## src/rtl/i80_pkg.sv

```systemverilog
package i80_pkg;
  localparam int unsigned PH_W = 4;
  localparam logic [2:0] REG_TIMING = 3'd0;
  localparam logic [2:0] REG_TRIG   = 3'd1;
  localparam logic [2:0] REG_SIZE   = 3'd2;
  localparam logic [2:0] REG_IRQEN  = 3'd3;
  localparam logic [2:0] REG_STAT   = 3'd4;

  typedef enum logic [2:0] {PH_IDLE, PH_CSS, PH_WRS, PH_ACT, PH_HLD} phase_e;

  typedef struct packed {
    logic [PH_W-1:0] cs_lead;
    logic [PH_W-1:0] wr_lead;
    logic [PH_W-1:0] wr_low;
    logic [PH_W-1:0] hold;
  } strobe_t;
endpackage

```

## src/rtl/i80_regs.sv

```systemverilog
module i80_regs
  import i80_pkg::*;
#(
  parameter int unsigned DIM_W = 16
) (
  input  logic             clk,
  input  logic             rst_n,
  input  logic             cfg_we,
  input  logic [2:0]       cfg_addr,
  input  logic [31:0]      cfg_wdata,
  input  logic             frame_done,
  output strobe_t          tim,
  output logic             if_en,
  output logic             trig,
  output logic [DIM_W-1:0] width,
  output logic [DIM_W-1:0] height,
  output logic             irq_en,
  output logic             flag
);
  logic clr_req;
  assign clr_req = cfg_we && (cfg_addr == REG_STAT) && cfg_wdata[0];

  always_ff @(posedge clk or negedge rst_n) begin
    if (!rst_n) begin
      tim    <= '{cs_lead: '0, wr_lead: '0, wr_low: PH_W'(1), hold: '0};
      if_en  <= 1'b0;
      trig   <= 1'b0;
      width  <= '0;
      height <= '0;
      irq_en <= 1'b0;
      flag   <= 1'b0;
    end else begin
      trig <= cfg_we && (cfg_addr == REG_TRIG) && cfg_wdata[0] && cfg_wdata[1] && if_en;
      if (cfg_we && cfg_addr == REG_TIMING) begin
        tim   <= {cfg_wdata[19:16], cfg_wdata[15:12], cfg_wdata[11:8], cfg_wdata[7:4]};
        if_en <= cfg_wdata[0];
      end
      if (cfg_we && cfg_addr == REG_SIZE) begin
        width  <= cfg_wdata[DIM_W-1:0];
        height <= cfg_wdata[16 +: DIM_W];
      end
      if (cfg_we && cfg_addr == REG_IRQEN) irq_en <= cfg_wdata[0];
      if (frame_done)   flag <= 1'b1;
      else if (clr_req) flag <= 1'b0;
    end
  end


  done_sets_flag_chk: assert property (@(posedge clk) disable iff (!rst_n)
    frame_done |=> flag);

  w1c_clears_chk: assert property (@(posedge clk) disable iff (!rst_n)
    (clr_req && !frame_done) |=> !flag);
endmodule

```

## src/rtl/i80_frame_ctl.sv

```systemverilog
module i80_frame_ctl
  import i80_pkg::*;
#(
  parameter int unsigned DIM_W = 16
) (
  input  logic             clk,
  input  logic             rst_n,
  input  logic             trig,
  input  logic [DIM_W-1:0] width,
  input  logic [DIM_W-1:0] height,
  input  strobe_t          tim_in,
  input  logic             word_done,
  output logic             busy,
  output strobe_t          tim_q,
  output logic             frame_done
);
  localparam int unsigned CNT_W = 2 * DIM_W;
  logic [CNT_W-1:0] remaining;

  always_ff @(posedge clk or negedge rst_n) begin
    if (!rst_n) begin
      busy       <= 1'b0;
      remaining  <= '0;
      frame_done <= 1'b0;
      tim_q      <= '{cs_lead: '0, wr_lead: '0, wr_low: PH_W'(1), hold: '0};
    end else begin
      frame_done <= 1'b0;
      if (trig && !busy) begin
        tim_q <= tim_in;
        if (width == '0 || height == '0) begin
          frame_done <= 1'b1;
        end else begin
          busy      <= 1'b1;
          remaining <= CNT_W'(width) * CNT_W'(height);
        end
      end else if (busy && word_done) begin
        remaining <= remaining - 1'b1;
        if (remaining == CNT_W'(1)) begin
          busy       <= 1'b0;
          frame_done <= 1'b1;
        end
      end
    end
  end


  retrig_ignored_chk: assert property (@(posedge clk) disable iff (!rst_n)
    (busy && trig && !word_done) |=> (busy && $stable(remaining)));

  done_leaves_idle_chk: assert property (@(posedge clk) disable iff (!rst_n)
    frame_done |-> !busy);
endmodule

```

## src/rtl/i80_strobe.sv

```systemverilog
module i80_strobe
  import i80_pkg::*;
#(
  parameter int unsigned DW = 16
) (
  input  logic          clk,
  input  logic          rst_n,
  input  logic          go,
  input  strobe_t       tim,
  input  logic          pix_valid,
  input  logic [DW-1:0] pix_data,
  output logic          pix_ready,
  output logic          cs_n,
  output logic          wr_n,
  output logic [DW-1:0] dout,
  output logic          word_done
);
  phase_e          st, nxt, first;
  logic [PH_W-1:0] cnt, len, low_eff;
  logic            last;

  always_comb begin
    low_eff = (tim.wr_low == '0) ? PH_W'(1) : tim.wr_low;
    case (st)
      PH_CSS:  len = tim.cs_lead;
      PH_WRS:  len = tim.wr_lead;
      PH_ACT:  len = low_eff;
      PH_HLD:  len = tim.hold;
      default: len = PH_W'(1);
    endcase
    case (st)
      PH_CSS:  nxt = (tim.wr_lead != '0) ? PH_WRS : PH_ACT;
      PH_WRS:  nxt = PH_ACT;
      PH_ACT:  nxt = (tim.hold != '0) ? PH_HLD : PH_IDLE;
      default: nxt = PH_IDLE;
    endcase
    if (tim.cs_lead != '0)      first = PH_CSS;
    else if (tim.wr_lead != '0) first = PH_WRS;
    else                        first = PH_ACT;
    last = (st != PH_IDLE) && (cnt == len - PH_W'(1));
  end

  assign word_done = last && (nxt == PH_IDLE);
  assign pix_ready = (st == PH_IDLE) && go;
  assign cs_n      = (st == PH_IDLE);
  assign wr_n      = (st != PH_ACT);

  always_ff @(posedge clk or negedge rst_n) begin
    if (!rst_n) begin
      st   <= PH_IDLE;
      cnt  <= '0;
      dout <= '0;
    end else if (st == PH_IDLE) begin
      if (go && pix_valid) begin
        dout <= pix_data;
        st   <= first;
        cnt  <= '0;
      end
    end else if (last) begin
      st  <= nxt;
      cnt <= '0;
    end else begin
      cnt <= cnt + PH_W'(1);
    end
  end


  strobe_inside_select_chk: assert property (@(posedge clk) disable iff (!rst_n)
    !wr_n |-> !cs_n);

  data_steady_chk: assert property (@(posedge clk) disable iff (!rst_n)
    (!cs_n && !$past(cs_n)) |-> $stable(dout));
endmodule

```

## src/rtl/i80_panel_writer.sv

```systemverilog
module i80_panel_writer
  import i80_pkg::*;
#(
  parameter int unsigned DW    = 16,
  parameter int unsigned DIM_W = 16
) (
  input  logic          clk,
  input  logic          rst_n,
  input  logic          cfg_we,
  input  logic [2:0]    cfg_addr,
  input  logic [31:0]   cfg_wdata,
  input  logic          pix_valid,
  input  logic [DW-1:0] pix_data,
  output logic          pix_ready,
  output logic          lcd_cs_n,
  output logic          lcd_wr_n,
  output logic [DW-1:0] lcd_data,
  output logic          frame_irq
);
  strobe_t          tim_reg, tim_run;
  logic             if_en, trig, irq_en, flag, busy, frame_done, word_done;
  logic [DIM_W-1:0] width, height;

  i80_regs #(.DIM_W(DIM_W)) u_regs (
    .clk(clk), .rst_n(rst_n), .cfg_we(cfg_we), .cfg_addr(cfg_addr),
    .cfg_wdata(cfg_wdata), .frame_done(frame_done), .tim(tim_reg),
    .if_en(if_en), .trig(trig), .width(width), .height(height),
    .irq_en(irq_en), .flag(flag)
  );

  i80_frame_ctl #(.DIM_W(DIM_W)) u_frame (
    .clk(clk), .rst_n(rst_n), .trig(trig), .width(width), .height(height),
    .tim_in(tim_reg), .word_done(word_done), .busy(busy), .tim_q(tim_run),
    .frame_done(frame_done)
  );

  i80_strobe #(.DW(DW)) u_strobe (
    .clk(clk), .rst_n(rst_n), .go(busy), .tim(tim_run),
    .pix_valid(pix_valid), .pix_data(pix_data), .pix_ready(pix_ready),
    .cs_n(lcd_cs_n), .wr_n(lcd_wr_n), .dout(lcd_data), .word_done(word_done)
  );

  assign frame_irq = flag && irq_en;


  ready_only_running_chk: assert property (@(posedge clk) disable iff (!rst_n)
    pix_ready |-> busy);

  idle_bus_quiet_chk: assert property (@(posedge clk) disable iff (!rst_n)
    (!busy && lcd_cs_n) |=> lcd_cs_n);
endmodule

```

## config.mk

```make
export PLATFORM = sky130hd
export DESIGN_NAME = i80_panel_writer
export DESIGN_NICKNAME = d
export VERILOG_FILES = /design/src/rtl/i80_pkg.sv /design/src/rtl/i80_regs.sv /design/src/rtl/i80_frame_ctl.sv /design/src/rtl/i80_strobe.sv /design/src/rtl/i80_panel_writer.sv
export SDC_FILE = /design/constraint.sdc
export NUM_CORES = 1
export LEC_CHECK = 0
export ABC_CLOCK_PERIOD_IN_PS = 5600
export BUFFER_PORTS_ARGS = -buffer_cell sky130_fd_sc_hd__buf_2
export CAP_MARGIN = 0
export CORE_ASPECT_RATIO = 1.4
export CORE_MARGIN = 2
export CORE_UTILIZATION = 35
export CTS_BUF_LIST = sky130_fd_sc_hd__clkbuf_8
export DETAILED_ROUTE_END_ITERATION = 8
export PLACE_DENSITY = 0.49
export SYNTH_ARGS = -nofsm -noshare
export SYNTH_HDL_FRONTEND = slang
export SYNTH_HIERARCHICAL = 1
export SYNTH_SLANG_ARGS = --single-unit
export TNS_END_PERCENT = 10
```

## constraint.sdc

```tcl
create_clock -name clk -period 5.6 [get_ports clk]
set_clock_uncertainty 0.15 [all_clocks]
set_input_delay 0.28 -clock clk [delete_from_list [all_inputs] [get_ports clk]]
set_output_delay 0.28 -clock clk [all_outputs]
set_load 0.01 [all_outputs]
```

* Word level (Yosys, flattened, before mapping)
Index checks and enable logic that the tools add are counted.
Word-level totals: output and inout port bits 20, word-level logic and storage cells 98, bits in registers 125
Operators by class: $add $sub $neg 3, multiply operators 1, eq/ne operators 13, multiplexer cells 25, reductions and logical operators 36
Operators by type and width (count):
- 32-bit 2-to-1 mux | 3
- 32-bit by 1-bit equality test with 1-bit output, second input constant | 1
- 16-bit logical NOT | 2
- 16-bit by 16-bit multiplier with 32-bit output | 1
- 32-bit by 1-bit subtractor with 32-bit output, second input constant | 1
- 1-bit logical AND | 16
- 4-bit 2-to-1 mux | 4
- 4-bit one-hot mux with 4 select lines | 1
- 3-bit 2-to-1 mux | 5
- 3-bit by 2-bit equality test with 1-bit output, second input constant | 4
- 4-bit nonzero test | 3
- 1-bit 2-to-1 mux | 11
- 3-bit logical NOT | 3
- 3-bit one-hot mux with 3 select lines | 1
- 2-bit nonzero test | 4
- 3-bit by 1-bit equality test with 1-bit output, second input constant | 2
- 3-bit equality test, second input constant | 2
- 2-bit AND reduction | 3
- 4-bit by 1-bit adder with 4-bit output, second input constant | 1
- 4-bit equality test | 1
- 4-bit logical NOT | 1
- 4-bit by 1-bit subtractor with 4-bit output, second input constant | 1
- 3-bit by 2-bit inequality test with 1-bit output, second input constant | 1
- 3-bit AND reduction | 1
- 5 further kinds | 5

* Logic depth before layout (Yosys ltp)
Gate-level depths: netlist of the first run.
depth after elaboration 10, depth in mapped cells 23

* Hierarchy
The synthesis of the first run kept the hierarchy.
By module, submodules not included:
- i80_frame_ctl | cells an instance 1338, area each 11332.1 µm², sequential area each 1252.5 µm², instances 1
- i80_regs | cells an instance 115, area each 1994.4 µm², sequential area each 1302.5 µm², instances 1
- i80_strobe | cells an instance 129, area each 1438.9 µm², sequential area each 575.6 µm², instances 1
- i80_panel_writer | cells an instance 1, area each 6.3 µm², sequential area each 0.0 µm², instances 1

* Least setup slack after synthesis of the first run
Ideal clock, no wire load.
path type flip-flop to flip-flop, start reg u_regs.width[13], end reg u_frame.remaining[30], arrival time 5.731 ns, required time 5.308 ns, setup slack -0.423 ns, period minus slack after synthesis 6.023 ns, cell stages (with the launch flop) 21, setup time 0.142 ns, cells stage by stage dfrtp_1 clkbuf_1 clkbuf_1 nand2_1 fa_1 fa_1 inv_1 fa_1 fa_1 fa_1 inv_1 fa_1 inv_1 ha_1 a211oi_1 o211ai_1 a221oi_1 o21ai_1 a41oi_1 mux2i_1 o2111ai_1
Between the ends: longest elaborated chain between the ends 4
RTL lines:
- start, declared | line i80_regs.sv:15 | output logic [DIM_W-1:0] width,
- start signal, assigned | line i80_regs.sv:39 | width <= cfg_wdata[DIM_W-1:0];
- branches (longest 4 deep; another with 16-bit by 16-bit multiplier with 32-bit output)
- end signal, assigned | line i80_frame_ctl.sv:34 | remaining <= CNT_W'(width) * CNT_W'(height);
- end signal, assigned | line i80_frame_ctl.sv:37 | remaining <= remaining - 1'b1;
- end, declared | line i80_frame_ctl.sv:18 | logic [CNT_W-1:0] remaining;
Several ways; the timed one is not identified. The select of a mux whose other input is x is not followed. A chain may end at the register's enable or synchronous reset.

* Worst setup path in the final report of the first run
start reg u_regs.height[4], end reg u_frame.remaining[31]
Between the ends: longest elaborated chain between the ends 4
RTL lines:
- start, declared | line i80_regs.sv:16 | output logic [DIM_W-1:0] height,
- start signal, assigned | line i80_regs.sv:40 | height <= cfg_wdata[16 +: DIM_W];
- branches (longest 4 deep; another with 16-bit by 16-bit multiplier with 32-bit output)
Several ways; the timed one is not identified. The select of a mux whose other input is x is not followed.

==> results of run 1 <==
## synthesized netlist by cell type (4+ instances only)
cell type  number
fa_1          194
o21a_1          4
a311oi_1        5
nand2b_1        5
nor2_1         45
o21ai_1        30
o211ai_1        6
and3_1         14
ha_1          108
nor3_1         24
a21oi_1        70
nand2_1       234
mux2i_1         4
buf_2           7
or3_1           6
buf_6           5
xnor2_1        18
mux2_2         61
o221ai_1        4
mux2_1          5
clkbuf_1       56
a21o_1         12
nor2b_1         8
a31oi_1        13
nand3_1        23
nor3_2          4
nand4b_1        4
o21ai_0        18
dfrtp_1       123
inv_1         236
nor4_1         15
o22ai_1         4
xor2_1          9
and2_1        120
## worst paths after layout
check | start | to | slack [ns] | cells past startpoint
max | u_regs/height[4]$_DFFE_PN0P_ | u_frame/remaining[31]$_DFFE_PN0P_ | -0.40 | 22
min | cfg_addr[0] | u_regs/irq_en$_DFFE_PN0P_ | 0.06 | 3
max reg2reg | u_regs/height[4]$_DFFE_PN0P_ | u_frame/remaining[31]$_DFFE_PN0P_ | -0.40 | 22
min reg2reg | u_regs/tim[4]$_DFFE_PN1P_ | u_frame/tim_q[4]$_DFFE_PN1P_ | 0.31 | 2
max in group asynchronous | rst_n | u_frame/remaining[15]$_DFFE_PN0P_ | 3.81 | 3
min in group asynchronous | rst_n | u_regs/width[0]$_DFFE_PN0P_ | 0.19 | 2
## critical path, cell delays in order (launching register included)
cell and delay [ns]:
dfrtp_2 0.45, buf_12 0.14, buf_4 0.13, and2_1 0.17, fa_1 0.53, inv_1 0.05
fa_1 0.45, fa_1 0.52, inv_1 0.06, fa_2 0.59, fa_1 0.42, inv_1 0.08
fa_1 0.41, inv_1 0.10, ha_4 0.22, nand2_1 0.10, buf_4 0.12, o21ai_2 0.05
a221o_1 0.32, a21o_1 0.21, a211oi_2 0.21, xnor2_1 0.19, o221ai_1 0.17
## area by class of cell
class	count	area share
repair buffers	297	0.125
clock inverters	14	0.00741
clock buffers	18	0.0136
flip-flops and latches	125	0.173
diodes	1	0.000137
inverters	236	0.0486
well taps	546	0.0374
multi-input cells	1149	0.595
## cell families (layout without fill, tap and decap cells)
| kind of cell | after synthesis | in the layout | synth area share |
|---|---|---|---|
| compound gates | 213 | 213 | 0.0939 |
| buf+inv | 309 | 565 | 0.0828 |
| mux | 72 | 72 | 0.0551 |
| fa+ha+maj | 302 | 302 | 0.354 |
| xor+xnor | 27 | 27 | 0.0160 |
| simple gates | 535 | 535 | 0.186 |
| flops | 125 | 125 | 0.212 |
| other cells | 0 | 1 | 0 |
## repair_timing
item	in CTS	in global routing
buffers inserted	18	13
pin swaps	38	28
setup endpoints to repair	21	24
hold buffers	53	0
hold endpoints to repair	135	0
resized for setup	66	33
## through the flow
step,TNS (ns),area (um^2),util
after floorplan,-0.102,15000,-
after global placement,-8.09,16700,0.398
after detailed placement,-7.98,16700,0.398
after CTS,-5.13,18000,0.429
after global routing,-8.75,18200,0.436
final,-4.81,18200,0.436
## per-layer routing
metal	up-vias	global-route usage	wire length, um
li1	5627	-	-
met4	0	0.0663	1010
met5	-	0	0
met1	6031	0.239	17500
met2	184	0.383	23500
met3	52	0.0200	772
==> run metrics, run 1 <==
vias in the first global route=12600; Die Wd=178 um; first-pass GRT wire length=69000 um; failing checks=negative setup slack; leading register cell type out of synthesis=dfrtp_1; Core Rows=89; initial antenna violation count=1; Reg area=3160 um^2; leading cell types by total area after synthesis=fa_1 (26%), dfrtp_1 (21%), ha_1 (9.1%), inv_1 (6.0%), nand2_1 (5.9%); Netlist Area Pre-Place=14800 um^2; CP startpoint kind=register; synthesis-to-finish area growth=23.5%; Via density=4.98; placed insts=2269; DRT iter0 DRCs=574; most frequent cells in the layout=nand2_1 (232), inv_1 (228), fa_1 (182); CTS tree=done; Final HPWL DP=34200 um; Vias=11900; Core Area=41900 um^2; cts bufs inserted=17; Biggest register=u_frame/remaining; Die Area=43900 um^2; final setup vio count=19; asr flop ratio synth=1.00; most common cell after layout, fill and taps aside=nand2_1; Yosys cell types=91; CTS sink count=125; syn_nets=1940; fin cells=2386; initial core utilization=0.353; cell count after synthesis=1583; I/O pin count=75; root buffer cell=clkbuf_8; clock period minus worst slack=6.00 ns; Seq cells post-synth=125; final-stage net count=2183; Global Route Usage Sum=0.203; insertion delay to the later sink of the worst-skew pair=0.51 ns; max reg flops=32; clk buf depth=2; slew margin rel.=0.235; total wire length=42700 um; Multi-input gate area=10900 um^2; Yosys top cell by area=fa_1; Setup Crit Path Kind=reg2reg; Max Slew Vio Count=0; Synth warnings=6; Hold Path Class=in2reg; number of remaining DRC errors=0; filler cell count=4144; Max-Cap Viols=0; status=finished, violations left; Max Freq=167 MHz; final hold viol count=0; DR WL/cell=17.9 um; IO Port Bufs=74; antenna viol nets, final=0; Hold Slack=0.0649 ns; clk slew on worst S/H paths=0.09 ns; CP Capture Type=register; Congestion Overflow GR=0; CP Max Fanout=4; RePlAce Congestion=0.844; Setup WS pre-CTS=-0.628 ns; chip height=247 um; Synth top area share=0.263; RSZ-0062 raised after global routing=yes; drt pass-1 iters=5; Final WS setup=-0.395 ns; WP data required=5.80 ns; H-tree Lvls=4; largest net degree at the start of global routing=69; part of the Yosys area used for sequential elements=0.212; worst slew pin tran=1.14 ns; fin crit share=1.07; CP arrival=6.20 ns; share of layout cells above drive strength 1=0.252; number of flops mapped to enable cells by yosys=0; Synth Area per Inst=9.33 um^2
Power of run 1 is not shown: default switching activity piles up to over one toggle a cycle in this logic, so the estimate is an artifact.
==> inputs of run 2 (changes only) <==
- MAX_ROUTING_LAYER: not set -> met4
==> run 2 against run 1 <==
Net effect: the flow still finishes with violations (negative setup slack); sequential share of layout area unchanged; maximum frequency about the same; wire length decreased by 0.16%; register-to-register slack about the same; via count increased by 0.34%; utilization unchanged; non-clock buffer count unchanged; critical path type unchanged; largest cell class unchanged.
==> run metrics, run 2 (synthesis results as in run 1) <==
Top Metal Used=met4; clk slew on worst S/H paths=0.09 ns (about the same); Detail Route met3 WL=870 um (+13%); Hold Path Depth=3 (unchanged); total wire length=42700 um (-0.16%); WP data required=5.79 ns (about the same); RR Startpoint=u_regs/height[4]$_DFFE_PN0P_; root buffer cell=clkbuf_8; chip height=247 um (unchanged); synthesis-to-finish area growth=23.5% (unchanged); final setup vio count=19 (unchanged); DR WL/cell=17.9 um (-0.16%); Core Rows=89 (unchanged); R2R Setup Slk=-0.40 ns (about the same); most common cell after layout, fill and taps aside=nand2_1; worst slew pin tran=1.12 ns (-0.0232 ns); final-stage net count=2183 (unchanged); IO Port Bufs=74 (unchanged); H-tree Lvls=4 (unchanged); max reg flops=32 (unchanged); RSZ-0062 raised after global routing=yes; CTS sink count=125 (unchanged); Core Area=41900 um^2 (unchanged); worst reg2reg path depth=22 (unchanged); Max-Cap Viols=0 (unchanged); clock period minus worst slack=6.00 ns (+0.00438 ns); Setup Crit Path Kind=reg2reg; failing checks=negative setup slack; vias in the first global route=12600 (+0.087%); share of layout cells above drive strength 1=0.252 (unchanged); Global Route Usage Sum=0.209 (+0.00600); status=finished, violations left; Hold Path Class=in2reg; fin crit share=1.07 (about the same); Hold Startpoint=cfg_addr[0]; initial antenna violation count=1 (unchanged); Final WS setup=-0.400 ns (-0.00438 ns); slew margin rel.=0.250 (+0.0155); Die Wd=178 um (unchanged); clk buf depth=2 (unchanged); Congestion Overflow GR=0 (unchanged); Die Area=43900 um^2 (unchanged); antenna viol nets, final=0 (unchanged); crit path from=u_regs/height[4]$_DFFE_PN0P_; final hold viol count=0 (unchanged); first-pass GRT wire length=69000 um (about the same); Biggest register=u_frame/remaining; M1 WL=17300 um (-1.2%); DRT iter0 DRCs=602 (+4.9%); initial core utilization=0.353 (unchanged); CTS tree=done; Via density=5.00 (+0.34%); I/O pin count=75 (unchanged); number of remaining DRC errors=0 (unchanged); R2R Path End=u_frame/remaining[31]$_DFFE_PN0P_; largest net degree at the start of global routing=69 (unchanged); drt pass-1 iters=5 (unchanged); fin cells=2386 (unchanged); most frequent cells in the layout=nand2_1 (232), inv_1 (228), fa_1 (182); RePlAce Congestion=0.858 (+1.6%); CP Capture Type=register; setup TNS=-4.68 ns (+0.128 ns); Final HPWL DP=34200 um (unchanged); CP Max Fanout=4 (unchanged); CP startpoint kind=register; Max Freq=167 MHz (about the same); insertion delay to the later sink of the worst-skew pair=0.51 ns (about the same); met2 WL=23500 um (+0.14%); Hold Path End=u_regs/irq_en$_DFFE_PN0P_; placed insts=2269 (unchanged); CP arrival=6.19 ns (about the same); cts bufs inserted=17 (unchanged); Vias=11900 (+0.34%); Max Slew Vio Count=0 (unchanged)
[run 2: cell counts in the layout (fill, tap and decap cells not counted)]
No cell type changed its count.
[run 2: final cells by class]
class,instances,area (um^2)
fill,4144,23600
multi-input combinational,1149,10900
sequential,125,3160
timing repair buffer,297,2280
inverter,236,886
tap,546,683
clock buffer,18,248
clock inverter,14,135
antenna,1,2.50
[run 2: worst max-delay path: stages (launching register included)]
cell and delay (ns):
dfrtp_2 0.45, buf_12 0.14, buf_4 0.13, and2_1 0.17, fa_1 0.53, inv_1 0.05, fa_1 0.45, fa_1 0.52
inv_1 0.06, fa_2 0.59, fa_1 0.42, inv_1 0.08, fa_1 0.41, inv_1 0.10, ha_4 0.22, nand2_1 0.10
buf_4 0.12, o21ai_2 0.05, a221o_1 0.32, a21o_1 0.21, a211oi_2 0.21, xnor2_1 0.19, o221ai_1 0.17
[run 2: per-layer routing]
metal  track usage  vias to the layer above
met1         0.239                     6045
met4        0.0663                        0
met2         0.384                      208
met5             -                        -
met3        0.0191                       57
li1              -                     5624
[run 2: worst max-delay path by stage]
stage	endpoint	slack (ns)
after floorplan	u_frame/remaining[18]$_DFFE_PN0P_	-0.03
after global placement	u_frame/remaining[30]$_DFFE_PN0P_	-0.65
after detailed placement	u_frame/remaining[30]$_DFFE_PN0P_	-0.63
after CTS	u_frame/remaining[31]$_DFFE_PN0P_	-0.40
after global routing	u_frame/remaining[31]$_DFFE_PN0P_	-0.61
final	u_frame/remaining[31]$_DFFE_PN0P_	-0.40
[run 2: per-stage QoR]
step / area (um^2) / utilization / setup slack (ns) / hold slack [ns]
after floorplan: 15000 / - / -0.0309 / -0.166
after global routing: 18200 / 0.436 / -0.613 / 0.0482
after CTS: 18000 / 0.429 / -0.396 / 0.0243
final: 18200 / 0.436 / -0.400 / 0.0661
after global placement: 16700 / 0.398 / -0.649 / 0.212
after detailed placement: 16700 / 0.398 / -0.628 / 0.213
[run 2: timing repair]
item | 4_1_cts | 5_1_grt
resized for setup | 66 | 33
buffers inserted | 18 | 13
endpoints found under the hold margin | 135 | 0
hold buffers | 53 | 0
pin swaps | 38 | 28
setup endpoints to repair | 21 | 24
Power of run 2 is left out for the same reason.
==> inputs of run 3 (changes only) <==
- TNS_END_PERCENT: 10 -> 50
==> run 3 against run 2 <==
Net effect: the run still ends with negative setup slack left; die area did not move; largest cell class unchanged; register-to-register slack barely moved; non-clock buffer count fell by 14.
==> run metrics, run 3 (synthesis results as in run 1) <==
status=finished, violations left; failing checks=negative setup slack; chip height=247 um (unchanged); largest net degree at the start of global routing=71 (+2.9%); initial core utilization=0.353 (unchanged); Congestion Overflow GR=0 (unchanged); clock period minus worst slack=5.99 ns (-0.0132 ns); Final HPWL DP=34200 um (-0.12%); number of remaining DRC errors=0 (unchanged); most frequent cells in the layout=nand2_1 (232), inv_1 (226), fa_1 (185); I/O pin count=75 (unchanged); vias in the first global route=12600 (-0.53%); Hold Path Class=in2reg; CTS sink count=125 (unchanged); Vias=12000 (+0.39%); Via density=5.05 (+1.0%); Die Wd=178 um (unchanged); Final Instance Area=18200 um^2 (about the same); RSZ-0062 raised after global routing=yes; synthesis-to-finish area growth=23.4% (about the same); max reg flops=32 (unchanged); final setup vio count=20 (+1); total wire length=43500 um (+2.0%); slew margin rel.=0.211 (-0.0397); Crit-path slowest cell=fa_2; Setup Crit Path Kind=reg2reg; Final WS setup=-0.387 ns (+0.0132 ns); Max-Cap Viols=0 (unchanged); worst slew pin tran=1.18 ns (+0.0630 ns); CP arrival=6.22 ns (+0.03 ns); Die Area=43900 um^2 (unchanged); delay-heaviest family, CP=adder cells; first-pass GRT wire length=68900 um (-0.15%); DR WL/cell=18.4 um (+2.7%); DRT iter0 DRCs=484 (-20%); Max Slew Vio Count=0 (unchanged); insertion delay to the later sink of the worst-skew pair=0.52 ns (about the same); IO Port Bufs=74 (unchanged); crit-path cells=buf_4 -> and2_1 -> fa_1 -> inv_1 -> fa_1 -> fa_2 -> inv_1 -> fa_2 -> fa_1 -> inv_1 -> fa_1 -> inv_1 -> ha_4 -> buf_4 -> a21oi_1 -> a2bb2oi_2 -> o211ai_1 -> a21o_1 -> a211oi_2 -> xnor2_2 -> o221ai_1; Max Freq=167 MHz (+0.22%); Core Area=41900 um^2 (unchanged); fin crit share=1.07 (-0.00235); CP Capture Type=register; Biggest register=u_frame/remaining; share of layout cells above drive strength 1=0.255 (+0.00303); clk slew on worst S/H paths=0.11 ns (+0.02 ns); clk buf depth=2 (unchanged); CP startpoint kind=register; WP data required=5.83 ns (+0.04 ns); CP peak stage delay=0.55 ns (-0.04 ns); H-tree Lvls=4 (unchanged); initial antenna violation count=0 (-1); placed inst area=16600 um^2 (-0.23%); Core Rows=89 (unchanged); antenna viol nets, final=0 (unchanged); Hold Slack=0.0468 ns (-0.0193 ns); RePlAce Congestion=0.844 (-1.6%); fin cells=2371 (-0.63%); final-stage net count=2169 (-0.64%); root buffer cell=clkbuf_8; CP Max Fanout=7 (+3); placed insts=2263 (-0.26%); CTS tree=done; drt pass-1 iters=5 (unchanged); # diodes=0 (-1); most common cell after layout, fill and taps aside=nand2_1; Global Route Usage Sum=0.211 (+0.00173); final hold viol count=0 (unchanged); cts bufs inserted=17 (unchanged); WP buf/inv=6 (-1)
==> run 3: cell count changes in the layout (fill, tap and decap cells not counted), moves of 4 or more <==
cell / delta
ha_1: -4
buf_4: -8
and2_1: -4
and2_4: +4
==> run 3: worst paths after layout <==
| kind | slack, ns | cells after the start | endpoint | from |
|---|---|---|---|---|
| setup reg to reg | -0.39 | 21 | u_frame/remaining[31]$_DFFE_PN0P_ | u_regs/width[6]$_DFFE_PN0P_ |
| hold reg to reg | 0.32 | 2 | u_frame/tim_q[7]$_DFFE_PN0P_ | u_regs/tim[7]$_DFFE_PN0P_ |
| setup / recovery | -0.39 | 21 | u_frame/remaining[31]$_DFFE_PN0P_ | u_regs/width[6]$_DFFE_PN0P_ |
| max in group asynchronous | 3.75 | 3 | u_frame/tim_q[13]$_DFFE_PN0P_ | rst_n |
| min in group asynchronous | 0.23 | 2 | u_regs/width[2]$_DFFE_PN0P_ | rst_n |
| hold / removal | 0.05 | 3 | u_regs/flag$_DFFE_PN0P_ | cfg_we |
==> run 3: layer usage <==
| metal | vias up | global-route usage | wire (um) |
|---|---|---|---|
| met1 | 6031 | 0.239 | 17300 |
| met5 | - | - | 0 |
| li1 | 5594 | - | - |
| met2 | 261 | 0.375 | 23300 |
| met4 | 0 | 0.0880 | 1730 |
| met3 | 95 | 0.0257 | 1210 |
==> run 3: layout make-up <==
cell class	count	area (um^2)
timing repair buffer	283	2140
sequential	125	3160
tap	546	683
clock inverter	15	164
multi-input combinational	1149	11000
inverter	236	886
fill	4098	23600
clock buffer	17	234
==> run 3: tightest hold or removal path, delay by kind of cell <==
family / cells / cell delay, ns
compound gates: 1 / 0.15
buf+inv: 1 / 0.14
simple gates: 1 / 0.08
==> run 3: repair_timing <==
item | 4_1_cts | 5_1_grt
hold endpoints to repair | 135 | 0
buffers inserted | 20 | 5
hold buffers | 51 | 0
pin swaps | 49 | 29
setup endpoints to repair | 22 | 22
resized for setup | 86 | 32
==> run 3: metrics by stage <==
step,setup slack (ns),TNS [ns],util
floorplan,-0.0309,-0.0490,-
global placement,-0.692,-9.42,0.397
detailed placement,-0.720,-10.25,0.397
CTS,-0.427,-4.58,0.430
global route,-0.557,-8.35,0.436
finish,-0.387,-4.95,0.436
Power of run 3 is left out for the same reason.
